## src/rtl/acq_trig_pkg.sv

```systemverilog
package acq_trig_pkg;
  localparam int CTRL_W     = 7;
  localparam int C_SW       = 0;
  localparam int C_CASC_EN  = 1;
  localparam int C_AUTO     = 2;
  localparam int C_ARM      = 3;
  localparam int C_CLR      = 4;
  localparam int C_SWFRZ    = 5;
  localparam int C_HWFRZ_EN = 6;

  localparam int STAT_W     = 6;
  localparam int S_SW       = 0;
  localparam int S_CASC     = 1;
  localparam int S_HW       = 2;
  localparam int S_ARMED    = 3;
  localparam int S_COMB     = 4;
  localparam int S_FRZ      = 5;

  localparam int N_EXT      = 3;
  localparam int X_HW       = 0;
  localparam int X_CASC     = 1;
  localparam int X_FRZ      = 2;

  localparam int N_STICKY   = 5;
endpackage

```

## src/rtl/acq_sync_edge.sv

```systemverilog
module acq_sync_edge #(
  parameter int STAGES = 2
) (
  input  logic clk,
  input  logic rst_n,
  input  logic async_in,
  output logic level,
  output logic rise
);
  logic [STAGES-1:0] sh_q, sh_nxt;
  logic              last_q;

  always_comb begin
    sh_nxt = {sh_q[STAGES-2:0], async_in};
  end

  always_ff @(posedge clk or negedge rst_n) begin
    if (!rst_n) begin
      sh_q   <= '0;
      last_q <= 1'b0;
    end else begin
      sh_q   <= sh_nxt;
      last_q <= sh_q[STAGES-1];
    end
  end

  assign level = sh_q[STAGES-1];
  assign rise  = sh_q[STAGES-1] & ~last_q;
endmodule

```

## src/rtl/acq_ctrl_edge.sv

```systemverilog
module acq_ctrl_edge #(
  parameter int W = 7
) (
  input  logic         clk,
  input  logic         rst_n,
  input  logic [W-1:0] ctrl,
  output logic [W-1:0] rise
);
  logic [W-1:0] prev_q;

  always_ff @(posedge clk or negedge rst_n) begin
    if (!rst_n) prev_q <= '0;
    else        prev_q <= ctrl;
  end

  assign rise = ctrl & ~prev_q;
endmodule

```

## src/rtl/acq_sticky_flags.sv

```systemverilog
module acq_sticky_flags #(
  parameter int W = 5
) (
  input  logic         clk,
  input  logic         rst_n,
  input  logic [W-1:0] set,
  input  logic         clr,
  output logic [W-1:0] flags
);
  logic [W-1:0] flags_q, flags_nxt;

  always_comb begin
    flags_nxt = set | (clr ? '0 : flags_q);
  end

  always_ff @(posedge clk or negedge rst_n) begin
    if (!rst_n) flags_q <= '0;
    else        flags_q <= flags_nxt;
  end

  assign flags = flags_q;
endmodule

```

## src/rtl/acq_trig_counter.sv

```systemverilog
module acq_trig_counter #(
  parameter int W = 32
) (
  input  logic         clk,
  input  logic         rst_n,
  input  logic         inc,
  output logic [W-1:0] count
);
  logic [W-1:0] cnt_q, cnt_nxt;

  always_comb begin
    cnt_nxt = cnt_q + {{(W-1){1'b0}}, 1'b1};
  end

  always_ff @(posedge clk or negedge rst_n) begin
    if (!rst_n)   cnt_q <= '0;
    else if (inc) cnt_q <= cnt_nxt;
  end

  assign count = cnt_q;
endmodule

```

## src/rtl/acq_trig_ctrl.sv

```systemverilog
module acq_trig_ctrl
  import acq_trig_pkg::*;
#(
  parameter int SYNC_STAGES = 2,
  parameter int CNT_W       = 32
) (
  input  logic              clk,
  input  logic              rst_n,
  input  logic [CTRL_W-1:0] ctrl_word,
  input  logic              hw_trig_in,
  input  logic              casc_trig_in,
  input  logic              hw_freeze_in,
  output logic [STAT_W-1:0] status_word,
  output logic              trig_pulse,
  output logic              freeze_out,
  output logic [CNT_W-1:0]  trig_count
);
  logic [N_EXT-1:0]    ext_raw, ext_lvl, ext_rise;
  logic [CTRL_W-1:0]   c_rise;
  logic                hw_acc, casc_acc, fire, frz_req;
  logic                armed_q, armed_nxt;
  logic                pulse_q, frz_q;
  logic [N_STICKY-1:0] st_set, st_flags;

  assign ext_raw[X_HW]   = hw_trig_in;
  assign ext_raw[X_CASC] = casc_trig_in;
  assign ext_raw[X_FRZ]  = hw_freeze_in;

  for (genvar g = 0; g < N_EXT; g++) begin : g_sync
    acq_sync_edge #(.STAGES(SYNC_STAGES)) u_sync (
      .clk     (clk),
      .rst_n   (rst_n),
      .async_in(ext_raw[g]),
      .level   (ext_lvl[g]),
      .rise    (ext_rise[g])
    );
  end

  acq_ctrl_edge #(.W(CTRL_W)) u_cedge (
    .clk  (clk),
    .rst_n(rst_n),
    .ctrl (ctrl_word),
    .rise (c_rise)
  );

  always_comb begin
    hw_acc   = ext_rise[X_HW] & armed_q;
    casc_acc = ext_rise[X_CASC] & ctrl_word[C_CASC_EN];
    fire     = c_rise[C_SW] | hw_acc | casc_acc;
    frz_req  = ctrl_word[C_SWFRZ] | (ext_lvl[X_FRZ] & ctrl_word[C_HWFRZ_EN]);
    if (c_rise[C_ARM])                     armed_nxt = 1'b1;
    else if (hw_acc && !ctrl_word[C_AUTO]) armed_nxt = 1'b0;
    else                                   armed_nxt = armed_q;
  end

  always_ff @(posedge clk or negedge rst_n) begin
    if (!rst_n) begin
      armed_q <= 1'b0;
      pulse_q <= 1'b0;
      frz_q   <= 1'b0;
    end else begin
      armed_q <= armed_nxt;
      pulse_q <= fire;
      frz_q   <= frz_req;
    end
  end

  assign st_set = {frz_req, fire, hw_acc, casc_acc, c_rise[C_SW]};

  acq_sticky_flags #(.W(N_STICKY)) u_flags (
    .clk  (clk),
    .rst_n(rst_n),
    .set  (st_set),
    .clr  (c_rise[C_CLR]),
    .flags(st_flags)
  );

  acq_trig_counter #(.W(CNT_W)) u_cnt (
    .clk  (clk),
    .rst_n(rst_n),
    .inc  (fire),
    .count(trig_count)
  );

  always_comb begin
    status_word          = '0;
    status_word[S_SW]    = st_flags[0];
    status_word[S_CASC]  = st_flags[1];
    status_word[S_HW]    = st_flags[2];
    status_word[S_ARMED] = armed_q;
    status_word[S_COMB]  = st_flags[3];
    status_word[S_FRZ]   = st_flags[4];
  end

  assign trig_pulse = pulse_q;
  assign freeze_out = frz_q;
endmodule

```

## config.mk

```make
export PLATFORM = sky130hd
export DESIGN_NAME = acq_trig_ctrl
export DESIGN_NICKNAME = d
export VERILOG_FILES = /design/src/rtl/acq_trig_pkg.sv /design/src/rtl/acq_sync_edge.sv /design/src/rtl/acq_ctrl_edge.sv /design/src/rtl/acq_sticky_flags.sv /design/src/rtl/acq_trig_counter.sv /design/src/rtl/acq_trig_ctrl.sv
export SDC_FILE = /design/constraint.sdc
export NUM_CORES = 1
export LEC_CHECK = 0
export BUFFER_PORTS_ARGS = -buffer_cell sky130_fd_sc_hd__buf_2
export CORE_ASPECT_RATIO = 1.1
export CORE_MARGIN = 2
export CORE_UTILIZATION = 30
export CTS_BUF_LIST = sky130_fd_sc_hd__clkbuf_4 sky130_fd_sc_hd__clkbuf_8
export CTS_CLUSTER_DIAMETER = 40
export DETAILED_ROUTE_END_ITERATION = 10
export GPL_TIMING_DRIVEN = 0
export PLACE_DENSITY_LB_ADDON = 0.2
export SYNTH_ARGS = -nofsm -noshare
export SYNTH_HDL_FRONTEND = slang
export SYNTH_SLANG_ARGS = --single-unit
```

## constraint.sdc

```tcl
create_clock -name clk -period 3.1 [get_ports clk]
set_input_delay 0.62 -clock clk [delete_from_list [all_inputs] [get_ports clk]]
set_output_delay 0.62 -clock clk [all_outputs]
set_load 0.005 [all_outputs]
```

Word level (Yosys, flattened, before mapping) --
Cells that the tools add are included.
Word-level totals: register bits 53, word-level logic and storage cells 31
Cells by class: add/subtract/negate cells 1, muxes and demuxes 3, bitwise operators 13, reductions and logical operators 3
Operators with widths (count):
- $add A32 B1 Y32 const B | 1
- $and A1 B1 Y1 | 5
- $and A5 B5 Y5 | 1
- $mux W5 | 1
- $not A5 Y5 | 1
- $or A5 B5 Y5 | 1
- $or A1 B1 Y1 | 3
- $mux W1 | 2
- $not A1 Y1 | 2
- $reduce_bool A2 Y1 | 1
- $logic_and A1 B1 Y1 | 1
- $logic_not A1 Y1 | 1

Logic depth before layout (Yosys ltp) --
depth in word-level cells 6, mapped depth 5, gate-level depth less buffers 5

Hierarchy --
From an unflattened synthesis, not the netlist that was laid out.
Unflattened totals: cell total of the unflattened synthesis 170, area total of the unflattened synthesis 2278.4 um^2
By module, submodules not included:
- acq_trig_counter | instances 1, cells each 123, area an instance 1448.9 um^2, seq. area each 800.8 um^2
- acq_ctrl_edge | instances 1, cells each 14, area an instance 271.5 um^2, seq. area each 175.2 um^2
- acq_sync_edge | instances 3, cells each 4, area an instance 88.8 um^2, seq. area each 75.1 um^2
- acq_sticky_flags | instances 1, cells each 11, area an instance 166.4 um^2, seq. area each 125.1 um^2
- acq_trig_ctrl | instances 1, cells each 10, area an instance 125.1 um^2, seq. area each 75.1 um^2

Worst setup path after synthesis --
OpenSTA, ideal clock, no wires.
path kind input to register, from input port ctrl_word[1], to register u_cnt.cnt_q[27] (netlist: u_cnt.count[27]), library setup time 124 ps, data arrival time 1596 ps, slack 1380 ps, cell stages on the path 5, path buffers 0, cell sequence nand3b_1 > nand3_1 > nor4b_4 > nand4_1 > xnor2_1
On the way: cells in the longest elaborated chain, start to end 2
RTL lines:
- from (decl) | RTL line acq_trig_ctrl.sv:9 | input logic [CTRL_W-1:0] ctrl_word,
- $and A1 B1 Y1 | RTL line acq_trig_ctrl.sv:48 | casc_acc = ext_rise[X_CASC] & ctrl_word[C_CASC_EN];
- $or A1 B1 Y1 | RTL line acq_trig_ctrl.sv:49 | fire = c_rise[C_SW] | hw_acc | casc_acc;
- to (signal assigned) | RTL line acq_trig_counter.sv:17 | else if (inc) cnt_q <= cnt_nxt;
- to (decl) | RTL line acq_trig_counter.sv:9 | logic [W-1:0] cnt_q, cnt_nxt;
No other way between the ends. A chain may end at the register's enable or synchronous reset.

Worst setup path in the final report --
from register u_cnt.cnt_q[7] (netlist: u_cnt.count[7]), to register u_cnt.cnt_q[27] (netlist: u_cnt.count[27])
On the way: cells in the longest elaborated chain, start to end 1
RTL lines:
- $add A32 B1 Y32 | RTL line acq_trig_counter.sv:12 | cnt_nxt = cnt_q + {{(W-1){1'b0}}, 1'b1};
No other way between the ends.

==> run_results.csv <==
group,metric,value,unit
status,status,"completed",
synth,yosys.area_share.simple,20.1,%
grt,grt_pass1_wl,7060,um
synth,synth_common_cells,"dfrtp_1 (51), xnor2_1 (22), nand2_1 (16), nand4_1 (16)",
synth,async_flop_share,100,%
clocking,path_clk_slew,0.09,ns
timing,tns,0,ns
floorplanning,die_h,90.8,um
layout,areaGrowthSynthToFinish,24.0,%
synth,avgSynthCellArea,12.2,sq um
synth,synth_top_family_by_area,"simple AND/OR/NAND/NOR gates",
floorplanning,core_area,6590,sq um
worst_setup_path,start_kind,"flop",
route,avgRoutedWirePerCell,13.8,um
synth,synth_top_area_share,62.1,%
grt,grt_max_degree,52,
synth,synth-compound-area-share,2.01,%
route,post-route-drc-count,0,
placed_design,dp.cells,301,
clocking,worstSkewPairLatency,0.30,ns
job,drv_cap,0,
hold_path,hold_path_end,"g_sync[0].u_sync.sh_q[1]",
power,p_leak,0.00129,uW
floorplanning,rows,31,
power,power_density,600,nW/um^2
route,routed_wl,4280,um
grt,grt_overflow_total,0,
clocking,clockBufferDepth,2,
timing,rsz0062_at_grt,"false",
layout,fin_nets,239,
floorplanning,ios,52,
clocking,cts_root_buf,"clkbuf_8",
synth,ys_ff_latch,51,
layout,fin_area,2550,sq um
floorplanning,initial_core_util,31.2,%
route,routed-via-count,1428,
worst_setup_path,r2r-start,"u_cnt.count[7]",
grt,antenna_found_initial,0,
clocking,hold_buffers,0,
synth,synth_cell_types,25,
grt,grt_pass1_vias,1399,
clocking,clock_sinks,51,
timing,tightestPinTransition,1.12,ns
route,drtIter0Drc,65,
placed_design,dpl_cell_area,2410,sq um
synth,synth_area_leaders,"dfrtp_1 (62%), xnor2_1 (9.4%), nand4_1 (4.9%)",
timing,finalSetupViolations,0,
worst_setup_path,path_class,"flop to flop",
synth,ys_warn_count,0,
timing,relSlewSlack,25.6,%
synth,syn_area,2060,sq um
timing,finalCritPeriodShare,59.7,%
synth,synth_adder_area_share,0.609,%
grt,grt_usage,11.8,%
layout,fillCellCount,697,
synth,synth_edf_count,0,
synth,netlist.top_cell.by_area,"dfrtp_1",
layout,layoutNonFillerInstCount,309,
clocking,cts_tree,"done",
floorplanning,fp.dieW,82.9,um
clocking,cts_inserted_buffers,5,
synth,synth_ff_type,"dfrtp_1",
route,dr.pass1.iters,4,
route,wl_met3,180,um
worst_setup_path,crit_arrival,2.05,ns
hold_path,hp-class,"flop to flop",
synth,synth_xor_area_share,13.2,%
route,wl_met1,2030,um
worst_setup_path,reg2reg_to,"u_cnt.count[27]",
route,avgViaCountPerCell,4.62,
worst_setup_path,rrSetupSlack,1.25,ns
synth,synthMuxAreaShare,0.548,%
clocking,ctsResizeCount,0,
synth,synthCells,168,
timing,finalClockSkew,0.00904,ns
timing,slew_viol_final,0,
hold_path,hold_path_depth,0,
layout,n_antenna_cell,0,
synth,syn-num-nets,181,
power,ir_drop,0.261,mV
synth,synth_most_common_cell,"dfrtp_1",
clocking,post_cts_buffers,0,
hold_path,hold_start,"g_sync[0].u_sync.sh_q[0]",
worst_setup_path,reg2reg_depth,5,
timing,finalHoldViolations,0,
floorplanning,die-area,7530,sq um
placed_design,numPortBuffers,51,
clocking,h-tree-depth,2,
route,ant_nets,0,
timing,period_needed,1.85,ns
worst_setup_path,worstPathMaxFanout,7,
placed_design,gp_congestion,0.667,
route,wl_met2,2010,um
layout,drive_above_1_share,27.8,%
route,top_layer,"met4",
worst_setup_path,crit_required,3.30,ns
timing,max_freq,540,MHz
worst_setup_path,crit_path_end_kind,"flop",
placed_design,dpl.hpwl,2940,um
synth,synth_seq_area_share,62.1,%
## cell type report
class / instances / area [sq um] / area share [%]
flip-flops and latches: 51 / 1280 / 50.0
multi-input cells: 110 / 749 / 29.4
repair buffers: 51 / 255 / 10.0
well taps: 82 / 103 / 4.02
clock buffers: 6 / 76.3 / 2.99
clock inverters: 2 / 60.1 / 2.36
plain buffers: 3 / 15.0 / 0.589
inverters: 4 / 15.0 / 0.589
## cells by family after synthesis
logic type                 after synthesis
AOI/OAI and AO/OA                        6
xor gates and xnor gates                31
adders and majority gates                1
buffers and inverters                    7
DFF                                     51
muxes                                    1
and+or+nand+nor                         71
## per-stage QoR
| stage | hold slack, ns | util [%] | setup WS (ns) | power [uW] |
|---|---|---|---|---|
| 2_1_floorplan | 0.324 | - | 1.38 | 892 |
| 5_1_grt | 0.368 | 38.7 | 1.03 | 1610 |
| 3_3_place_gp | 0.333 | 36.6 | 0.940 | 995 |
| 3_5_place_dp | 0.335 | 36.6 | 0.948 | 998 |
| 6_report | 0.353 | 38.7 | 1.25 | 1530 |
| 4_1_cts | 0.356 | 38.7 | 1.21 | 1550 |
## per-layer routing
layer  track usage, %  vias up
li1                 -      690
met1             16.1      700
met2             18.0       32
met3             3.11        6
met4             4.51        0
met5                0        -
## power by group
group,switching [uW],total (uW),leakage (uW),internal (uW)
logic,89.5,181,0.000570,91.5
clock network,214,545,0.0000688,331
registers,79.5,803,0.000647,724
## state kept, by name (all words and copies together) (netlist names)
name and cells:
u_flags.flags 5, u_cnt.count 32, u_cedge.prev_q 3, armed_q 1, trig_pulse 1, g_sync.u_sync.sh_q 6
g_sync.u_sync.last_q 2, freeze_out 1
## cells in the final DEF, fill, tap and decap left out
cell       synthesis  routed
xor2_1             9       9
bufinv_16          0       2
nand3_1            9       9
o21ai_1            1       1
buf_4              1       1
nand2_1           16      16
o21ai_0            1       1
clkbuf_1           2       2
nor4b_4            1       1
nor4_1             2       2
and2_1             2       2
nand4_1           16      16
mux2_1             1       1
clkbuf_4           0       1
and4_1             1       1
xnor2_1           22      22
and3_1             8       8
dfrtp_1           51      51
nand3b_1           2       2
a311oi_1           1       1
nand2b_1           3       3
inv_1              4       4
buf_2              0      51
nor2_1             9       9
nand4_4            1       1
ha_1               1       1
clkbuf_8           0       5
and4_4             1       1
a21o_1             3       3
## worst max-delay path by stage
stage / start / to / depth (start not counted)
floorplan: ctrl_word[1] / u_cnt.count[27] / 5
global placement: ctrl_word[1] / u_cnt.count[18] / 6
detailed placement: ctrl_word[1] / u_cnt.count[18] / 6
CTS: g_sync[0].u_sync.last_q / u_cnt.count[18] / 5
global route: u_cnt.count[15] / u_cnt.count[26] / 5
finish: u_cnt.count[7] / u_cnt.count[27] / 5
## worst max-delay path: stages (launching register included)
cell and delay [ns]:
dfrtp_1 0.44, and3_1 0.33, nand4_4 0.13, nor4b_4 0.53
nand4_1 0.18, xnor2_1 0.15
(Power assumes the default switching activity.)
